## config.mk

```make
export PLATFORM = sky130hd
export DESIGN_NAME = gate_deadtime_seq
export DESIGN_NICKNAME = d
export VERILOG_FILES = /design/src/rtl/gds_pkg.sv /design/src/rtl/gds_sync.sv /design/src/rtl/gds_timeout.sv /design/src/rtl/gds_fsm.sv /design/src/rtl/gate_deadtime_seq.sv
export SDC_FILE = /design/constraint.sdc
export NUM_CORES = 1
export LEC_CHECK = 0
export BUFFER_PORTS_ARGS = -buffer_cell sky130_fd_sc_hd__buf_2
export CAP_MARGIN = 30
export CORE_MARGIN = 5
export CORE_UTILIZATION = 45
export DETAILED_ROUTE_END_ITERATION = 8
export PLACE_DENSITY = 0.6
export SKIP_CTS_REPAIR_TIMING = 1
export SLEW_MARGIN = 20
export SYNTH_ARGS = -nofsm -noshare
export SYNTH_HDL_FRONTEND = slang
export SYNTH_SLANG_ARGS = --single-unit
```

## constraint.sdc

```tcl
create_clock -name clk -period 2.45 [get_ports clk]
set_input_delay 0.245 -clock clk [delete_from_list [all_inputs] [get_ports clk]]
set_output_delay 0.245 -clock clk [all_outputs]
set_load 0.05 [all_outputs]
```

## src/rtl/gds_pkg.sv

```systemverilog
package gds_pkg;

  typedef enum logic [4:0] {
    GS_IDLE   = 5'b00001,
    GS_HIGH   = 5'b00010,
    GS_WAIT_N = 5'b00100,
    GS_LOW    = 5'b01000,
    GS_WAIT_G = 5'b10000
  } gds_state_e;

  // Timeout reached once the count has advanced limit-1 times.
  function automatic logic tmo_reached(input logic [31:0] count,
                                       input logic [31:0] limit);
    return (count + 32'd1) >= limit;
  endfunction

endpackage

```

## src/rtl/gds_sync.sv

```systemverilog
module gds_sync #(
  parameter int W      = 2,
  parameter int STAGES = 2
) (
  input  logic         clk,
  input  logic         rst_n,
  input  logic [W-1:0] d,
  output logic [W-1:0] q
);
  logic [STAGES-1:0][W-1:0] stage;

  always_ff @(posedge clk or negedge rst_n) begin
    if (!rst_n) stage[0] <= '0;
    else        stage[0] <= d;
  end

  for (genvar i = 1; i < STAGES; i++) begin : g_stage
    always_ff @(posedge clk or negedge rst_n) begin
      if (!rst_n) stage[i] <= '0;
      else        stage[i] <= stage[i-1];
    end
  end

  assign q = stage[STAGES-1];
endmodule

```

## src/rtl/gds_timeout.sv

```systemverilog
module gds_timeout
  import gds_pkg::*;
#(
  parameter int LIMIT = 32
) (
  input  logic clk,
  input  logic rst_n,
  input  logic armed,
  output logic expired
);
  localparam int CW = $clog2(LIMIT + 1);

  logic [CW-1:0] count;
  logic          reached;

  assign reached = tmo_reached(32'(count), 32'(LIMIT));
  assign expired = armed && reached;

  always_ff @(posedge clk or negedge rst_n) begin
    if (!rst_n)        count <= '0;
    else if (!armed)   count <= '0;
    else if (!reached) count <= count + 1'b1;
  end
endmodule

```

## src/rtl/gds_fsm.sv

```systemverilog
module gds_fsm
  import gds_pkg::*;
(
  input  logic       clk,
  input  logic       rst_n,
  input  logic       run,
  input  logic       pwm,
  input  logic       node_fell,
  input  logic       gate_clear,
  input  logic       tmo_fire,
  output gds_state_e state,
  output logic       hs_en,
  output logic       ls_en
);
  gds_state_e nxt;

  always_comb begin
    nxt = state;
    if (!run) begin
      nxt = GS_IDLE;
    end else begin
      unique case (state)
        GS_IDLE:   nxt = pwm ? GS_WAIT_G : GS_WAIT_N;
        GS_HIGH:   if (!pwm) nxt = GS_WAIT_N;
        GS_WAIT_N: begin
          if (pwm)                        nxt = GS_WAIT_G;
          else if (node_fell || tmo_fire) nxt = GS_LOW;
        end
        GS_LOW:    if (pwm) nxt = GS_WAIT_G;
        GS_WAIT_G: begin
          if (!pwm)           nxt = GS_WAIT_N;
          else if (gate_clear) nxt = GS_HIGH;
        end
        default:   nxt = GS_IDLE;
      endcase
    end
  end

  always_ff @(posedge clk or negedge rst_n) begin
    if (!rst_n) state <= GS_IDLE;
    else        state <= nxt;
  end

  assign hs_en = (state == GS_HIGH);
  assign ls_en = (state == GS_LOW);
endmodule

```

## src/rtl/gate_deadtime_seq.sv

```systemverilog
module gate_deadtime_seq
  import gds_pkg::*;
#(
  parameter int WD_CYCLES   = 32,
  parameter int SYNC_STAGES = 2
) (
  input  logic clk,
  input  logic rst_n,
  input  logic run,
  input  logic pwm,
  input  logic phase_low,
  input  logic lgate_low,
  output logic hs_on,
  output logic ls_on
);
  localparam int NFLAG = 2;

  logic [NFLAG-1:0] flag_raw, flag_sync;
  logic             node_fell, gate_clear, tmo_fire, wait_node;
  gds_state_e       state;

  assign flag_raw   = {lgate_low, phase_low};
  assign node_fell  = flag_sync[0];
  assign gate_clear = flag_sync[1];
  assign wait_node  = (state == GS_WAIT_N);

  gds_sync #(.W(NFLAG), .STAGES(SYNC_STAGES)) u_sync (
    .clk(clk), .rst_n(rst_n), .d(flag_raw), .q(flag_sync)
  );

  gds_timeout #(.LIMIT(WD_CYCLES)) u_tmo (
    .clk(clk), .rst_n(rst_n), .armed(wait_node), .expired(tmo_fire)
  );

  gds_fsm u_fsm (
    .clk(clk), .rst_n(rst_n), .run(run), .pwm(pwm),
    .node_fell(node_fell), .gate_clear(gate_clear), .tmo_fire(tmo_fire),
    .state(state), .hs_en(hs_on), .ls_en(ls_on)
  );
endmodule

```

==> impl_metrics.ini, run 1 <==
[clock_tree]
cts_tree = built
cts_max_path_buffers = 2
cts_sinks = 15
clk_pin_slew_worst_paths_ps = 90
clock_latency_ps = 280
cts_root_buf = clkbuf_4
htreeDepth = 1
numCtsBuffers = 3

[yosys]
seq_area_frac_synth_pct = 44.5
yosysWarningCount = 0
synth_cells = 85
ys_ff_latch = 15
yosysTopAreaCellShare_pct = 41.4
synth_cell_type_count = 38
synth_area_leaders = dfrtp_1 41%, a211oi_1 4.4%, a21oi_1 3.5%
synth_area_leader_cell = dfrtp_1
synth_area_um2 = 847
syn_area_per_cell_um2 = 9.97
synth_fp_nets = 93

[route]
wl_met1_um = 773
via_count = 676
drt-vias-per-instance = 5.63
drt_first_iter_violations = 22
route.met2.wl_um = 734
wl_met3_um = 48
drc_errors = 0
maxUsedRoutingLayer = met4
antenna_left = 0
dr.pass1.iters = 4
drt-total-wl_um = 1560
wl_per_cell_um = 13.0

[sta]
fmax_ghz = 0.487
worstMarginPinSlew_ps = 337
setup_viol = 0
setup_ws_ps = 397
rsz0062_at_grt = false
fin_crit_ps = 2050
slew_headroom_pct = 77.5
clock_skew_ps = 5.66
hold_viol_final = 0
slew_violations = 0
holdWs_ps = 72.8
fin_crit_sh_pct = 83.8
tns_ps = 0

[hold_path]
whs_path_depth = 1
hp-class = input pin to flip-flop

[placement]
gp_congestion = 0.849
hpwlAfterDp_um = 1160
dpl_cell_area_um2 = 907
place_ws_ps = 432
io_buffers = 7

[cells_and_area]
synthToLayoutAreaGrowth_pct = 11.4
antenna_cells = 0
drive_gt1_share_pct = 20.0
fin_nets = 104
final_cell_area_um2 = 943

[power]
power_per_cell_area_nw_per_um2 = 541
power_mw = 0.511
vdd_drop_max_v = 0.000356
leakage_nw = 0.416

[floorplan]
dieArea_um2 = 2850
rows = 15
coreArea_um2 = 1760
start_util_pct = 48.0
die_h_um = 53.4
fp.dieW_um = 53.4
ioPinCount = 8

[worst_setup_path]
critPathArrivalTime_ps = 2230
critPathKind = flip-flop to flip-flop
path_max_fanout = 7
critPathRequiredTime_ps = 2630
reg2reg_depth = 4
start_kind = flip-flop
endpoint_kind = flip-flop

[global_route]
track_usage_pct = 13.1
antenna_found_initial = 0
grt_start_max_net_pins = 16
grt_pass1_wl_um = 2630
grt_pass1_vias = 569
overflow = 0

[run_status]
status = complete, no violations

[job]
maxCapViolCount = 0
critical path: stages (launching register included):
cell,delay (ps)
dfrtp_1,470
or4b_4,550
or4b_4,530
o211a_1,160
nor4_2,250
power breakdown:
part           total [mW]  leakage [nW]  internal, mW  switching (mW)
clock network       0.135        0.0150        0.0631          0.0723
registers           0.285         0.196         0.264          0.0208
logic              0.0906         0.206        0.0453          0.0452
cells in the final DEF, fill, tap and decap left out, drive strengths merged, types with 2 or more instances in the layout:
master	count
nor3	4
inv	3
a211oi	5
nor2	4
and3	2
xor2	2
o21ai	4
nand2	5
nand3	2
o211ai	2
dfrtp	14
buf	10
or3	3
clkbuf	4
a21oi	6
xnor2	2
ha	2
or4b	2
layout make-up:
class | instances | area (µm²)
Fill cell | 191 | 821
Tap cell | 25 | 31.3
Timing Repair Buffer | 11 | 67.6
Sequential cell | 15 | 377
Multi-Input combinational cell | 62 | 430
Inverter | 3 | 11.3
Clock buffer | 4 | 26.3
registers in the layout (all words and copies together), names as in the netlist:
register,cells
u_fsm.state,5
u_sync.q,2
u_sync.stage,2
u_tmo.count,6
cells in the mapped netlist:
master	n
nand4_1	1
nand2_1	5
or4b_4	2
o211ai_1	2
a21bo_2	1
nand2b_1	1
ha_1	2
or3_1	3
nor3_1	4
o21ai_1	2
nor2b_1	1
dfstp_2	1
a2111oi_1	1
o211a_1	1
and3_1	2
and2_1	1
dfrtp_1	14
a21o_1	1
a21oi_1	6
nor3b_1	1
inv_1	3
nor4_2	1
o2111ai_1	1
nand3b_1	1
and3b_1	1
xor2_1	2
a2111o_1	1
clkbuf_1	2
o21ai_0	2
nand3_1	2
o2111a_1	1
a211oi_1	5
nor2_1	4
or2_2	1
buf_2	2
buf_6	1
and4_1	1
xnor2_1	2
final timing paths:
path,from,end,slack [ps]
max in group asynchronous,rst_n,u_fsm.state[0]$_DFFE_PN1P_,1770
worst min register to register,u_sync.stage[1]$_DFF_PN0_,u_sync.q[1]$_DFF_PN0_,360
worst max-delay path,u_fsm.state[2]$_DFFE_PN0P_,u_fsm.state[3]$_DFFE_PN0P_,400
worst min-delay path,phase_low,u_sync.stage[0]$_DFF_PN0_,70
min in group asynchronous,rst_n,u_tmo.count[3]$_DFFE_PN0N_,390
worst max register to register,u_fsm.state[2]$_DFFE_PN0P_,u_fsm.state[3]$_DFFE_PN0P_,400
metal layers:
metal | vias to the layer above | track usage, %
met5 | - | 0
met2 | 11 | 20.2
met1 | 329 | 17.1
met4 | 0 | 6.38
met3 | 2 | 2.82
li1 | 334 | -
metrics by stage:
| stage | util, % | cells |
|---|---|---|
| 6_report | 53.5 | 120 |
| 5_1_grt | 53.5 | 120 |
| 4_1_cts | 52.9 | 119 |
| 3_5_place_dp | 51.4 | 115 |
| 3_3_place_gp | 51.4 | 115 |
| 2_1_floorplan | - | 85 |
kinds of logic after synthesis:
kind of cell               synth area share, %
AOI/OAI and AO/OA                         20.2
xor gates and xnor gates                  4.14
adders and majority gates                 2.95
buffers and inverters                     4.73
DFF                                       44.5
and+or+nand+nor                           23.5
No activity file was read; power rests on OpenSTA's default activity.
==> inputs of run 2 (changes only) <==
--- a/config.mk
+++ b/config.mk
@@ -10,7 +10,7 @@
 export CORE_MARGIN = 5
 export CORE_UTILIZATION = 45
 export DETAILED_ROUTE_END_ITERATION = 8
-export PLACE_DENSITY = 0.6
+export PLACE_DENSITY = 0.63
 export SKIP_CTS_REPAIR_TIMING = 1
 export SLEW_MARGIN = 20
 export SYNTH_ARGS = -nofsm -noshare
==> constraint.sdc (replaced) <==
create_clock -name clk -period 1.65 [get_ports clk]
set_input_delay 0.165 -clock clk [delete_from_list [all_inputs] [get_ports clk]]
set_output_delay 0.165 -clock clk [all_outputs]
set_load 0.05 [all_outputs]
==> impl_metrics.ini, run 2 (synthesized netlist as in run 1, its figures left out) <==
[run_status]
status = complete, but fails checks
failed_checks = setup timing

[sta]
setup_viol = 4
clock_skew_ps = 2.97
worstMarginPinSlew_ps = 334
fin_crit_sh_pct = 115
setup_ws_ps = -244
slew_headroom_pct = 77.7
holdWs_ps = 35.0
hold_viol_final = 0
fmax_ghz = 0.528
slew_violations = 0
fin_crit_ps = 1890
rsz0062_at_grt = true
tns_ps = -788

[cells_and_area]
largest-register = u_tmo.count
synthToLayoutAreaGrowth_pct = 30.0
finish.utilization_pct = 62.4
drive_gt1_share_pct = 33.3
largestRegisters = u_tmo.count (6), u_fsm.state (5)
final_cells = 133
fin_nets = 117
largest_register_ffs = 6
final_common_cell = dfrtp_1
multi_input_area_um2 = 468
layout_common_cells = 14 x dfrtp_1, 13 x buf_4, 6 x a21oi_1, 5 x nand2_1, 5 x buf_2
seqCellArea_um2 = 377
antenna_cells = 0
fillers = 159

[global_route]
track_usage_pct = 16.1
grt_pass1_wl_um = 3170
grt_pass1_vias = 718
antenna_found_initial = 0
grt_start_max_net_pins = 16
overflow = 0

[worst_setup_path]
critPathRequiredTime_ps = 1830
reg2reg_to = u_fsm.state[1]$_DFFE_PN0P_
critPathKind = flip-flop to flip-flop
rrSetupSlack_ps = -240
endpoint_kind = flip-flop
path_max_fanout = 3
r2r-start = u_fsm.state[2]$_DFFE_PN0P_
start_kind = flip-flop
critPathArrivalTime_ps = 2070
reg2reg_depth = 5

[route]
via_count = 729
antenna_left = 0
drt_first_iter_violations = 15
drt-vias-per-instance = 5.48
dr.pass1.iters = 4
drc_errors = 0
wl_per_cell_um = 14.3
drt-total-wl_um = 1910

[power]
power_mw = 0.820
vdd_drop_max_v = 0.000508
power_per_cell_area_nw_per_um2 = 745
leakage_nw = 0.492

[floorplan]
dieArea_um2 = 2850
ioPinCount = 8
fp.dieW_um = 53.4
start_util_pct = 48.0
die_h_um = 53.4
rows = 15
coreArea_um2 = 1760

[clock_tree]
cts_max_path_buffers = 2
clock_latency_ps = 290
cts_tree = built
htreeDepth = 1
cts_sinks = 15
numCtsBuffers = 3
clk_pin_slew_worst_paths_ps = 90
cts_root_buf = clkbuf_4

[hold_path]
hold_path_startpoint = run
hp-class = input pin to flip-flop
whs_path_depth = 2
holdPathEnd = u_fsm.state[0]$_DFFE_PN1P_

[placement]
dp.cells = 126
io_buffers = 7
hpwlAfterDp_um = 1360
gp_congestion = 0.883

[job]
maxCapViolCount = 0
## run 2: worst max-delay path by stage
stage	slack [ps]	from	depth (start not counted)	endpoint
after floorplan	-270	u_fsm.state[1]$_DFFE_PN0P_	3	hs_on
after global placement	-210	u_fsm.state[3]$_DFFE_PN0P_	4	u_fsm.state[3]$_DFFE_PN0P_
after detailed placement	-240	u_fsm.state[3]$_DFFE_PN0P_	4	u_fsm.state[3]$_DFFE_PN0P_
after CTS	-270	u_fsm.state[3]$_DFFE_PN0P_	4	u_fsm.state[3]$_DFFE_PN0P_
after global routing	-300	u_fsm.state[2]$_DFFE_PN0P_	5	u_fsm.state[1]$_DFFE_PN0P_
final	-240	u_fsm.state[2]$_DFFE_PN0P_	5	u_fsm.state[1]$_DFFE_PN0P_
## run 2: critical path, cell delays in order, from the launching register on
cell and delay [ps]:
dfrtp_1 390, or4b_4 540, or4b_4 550, buf_6 140, nand3b_1 80, a211oi_1 80
## run 2: cell type report
| cell class | count | share of cell area (%) |
|---|---|---|
| well taps | 25 | 2.84 |
| clock inverters | 1 | 0.455 |
| clock buffers | 3 | 2.05 |
| multi-input cells | 62 | 42.5 |
| inverters | 3 | 1.02 |
| repair buffers | 24 | 16.9 |
| flip-flops and latches | 15 | 34.2 |
## run 2: stage by stage
stage                     instance area, µm²  setup slack (ps)
final                                   1100              -244
after detailed placement                1010              -242
after global placement                  1010              -207
after floorplan                          871              -265
after global routing                    1100              -297
after CTS                               1030              -268
## run 2: metal layers
metal	track usage [%]	vias up	wire length (µm)	part of all wire [%]
li1	-	362	-	-
met1	19.1	350	902	47
met2	24.9	13	896	47
met3	5.92	4	78	4.1
met4	8.51	0	28	1.5
met5	0	-	0	0
## run 2: report_power, final
group | internal, mW | total (mW) | switching (mW)
Combinational | 0.102 | 0.198 | 0.0960
Clock | 0.0903 | 0.215 | 0.125
Sequential | 0.392 | 0.407 | 0.0150
Total | 0.584 | 0.820 | 0.236
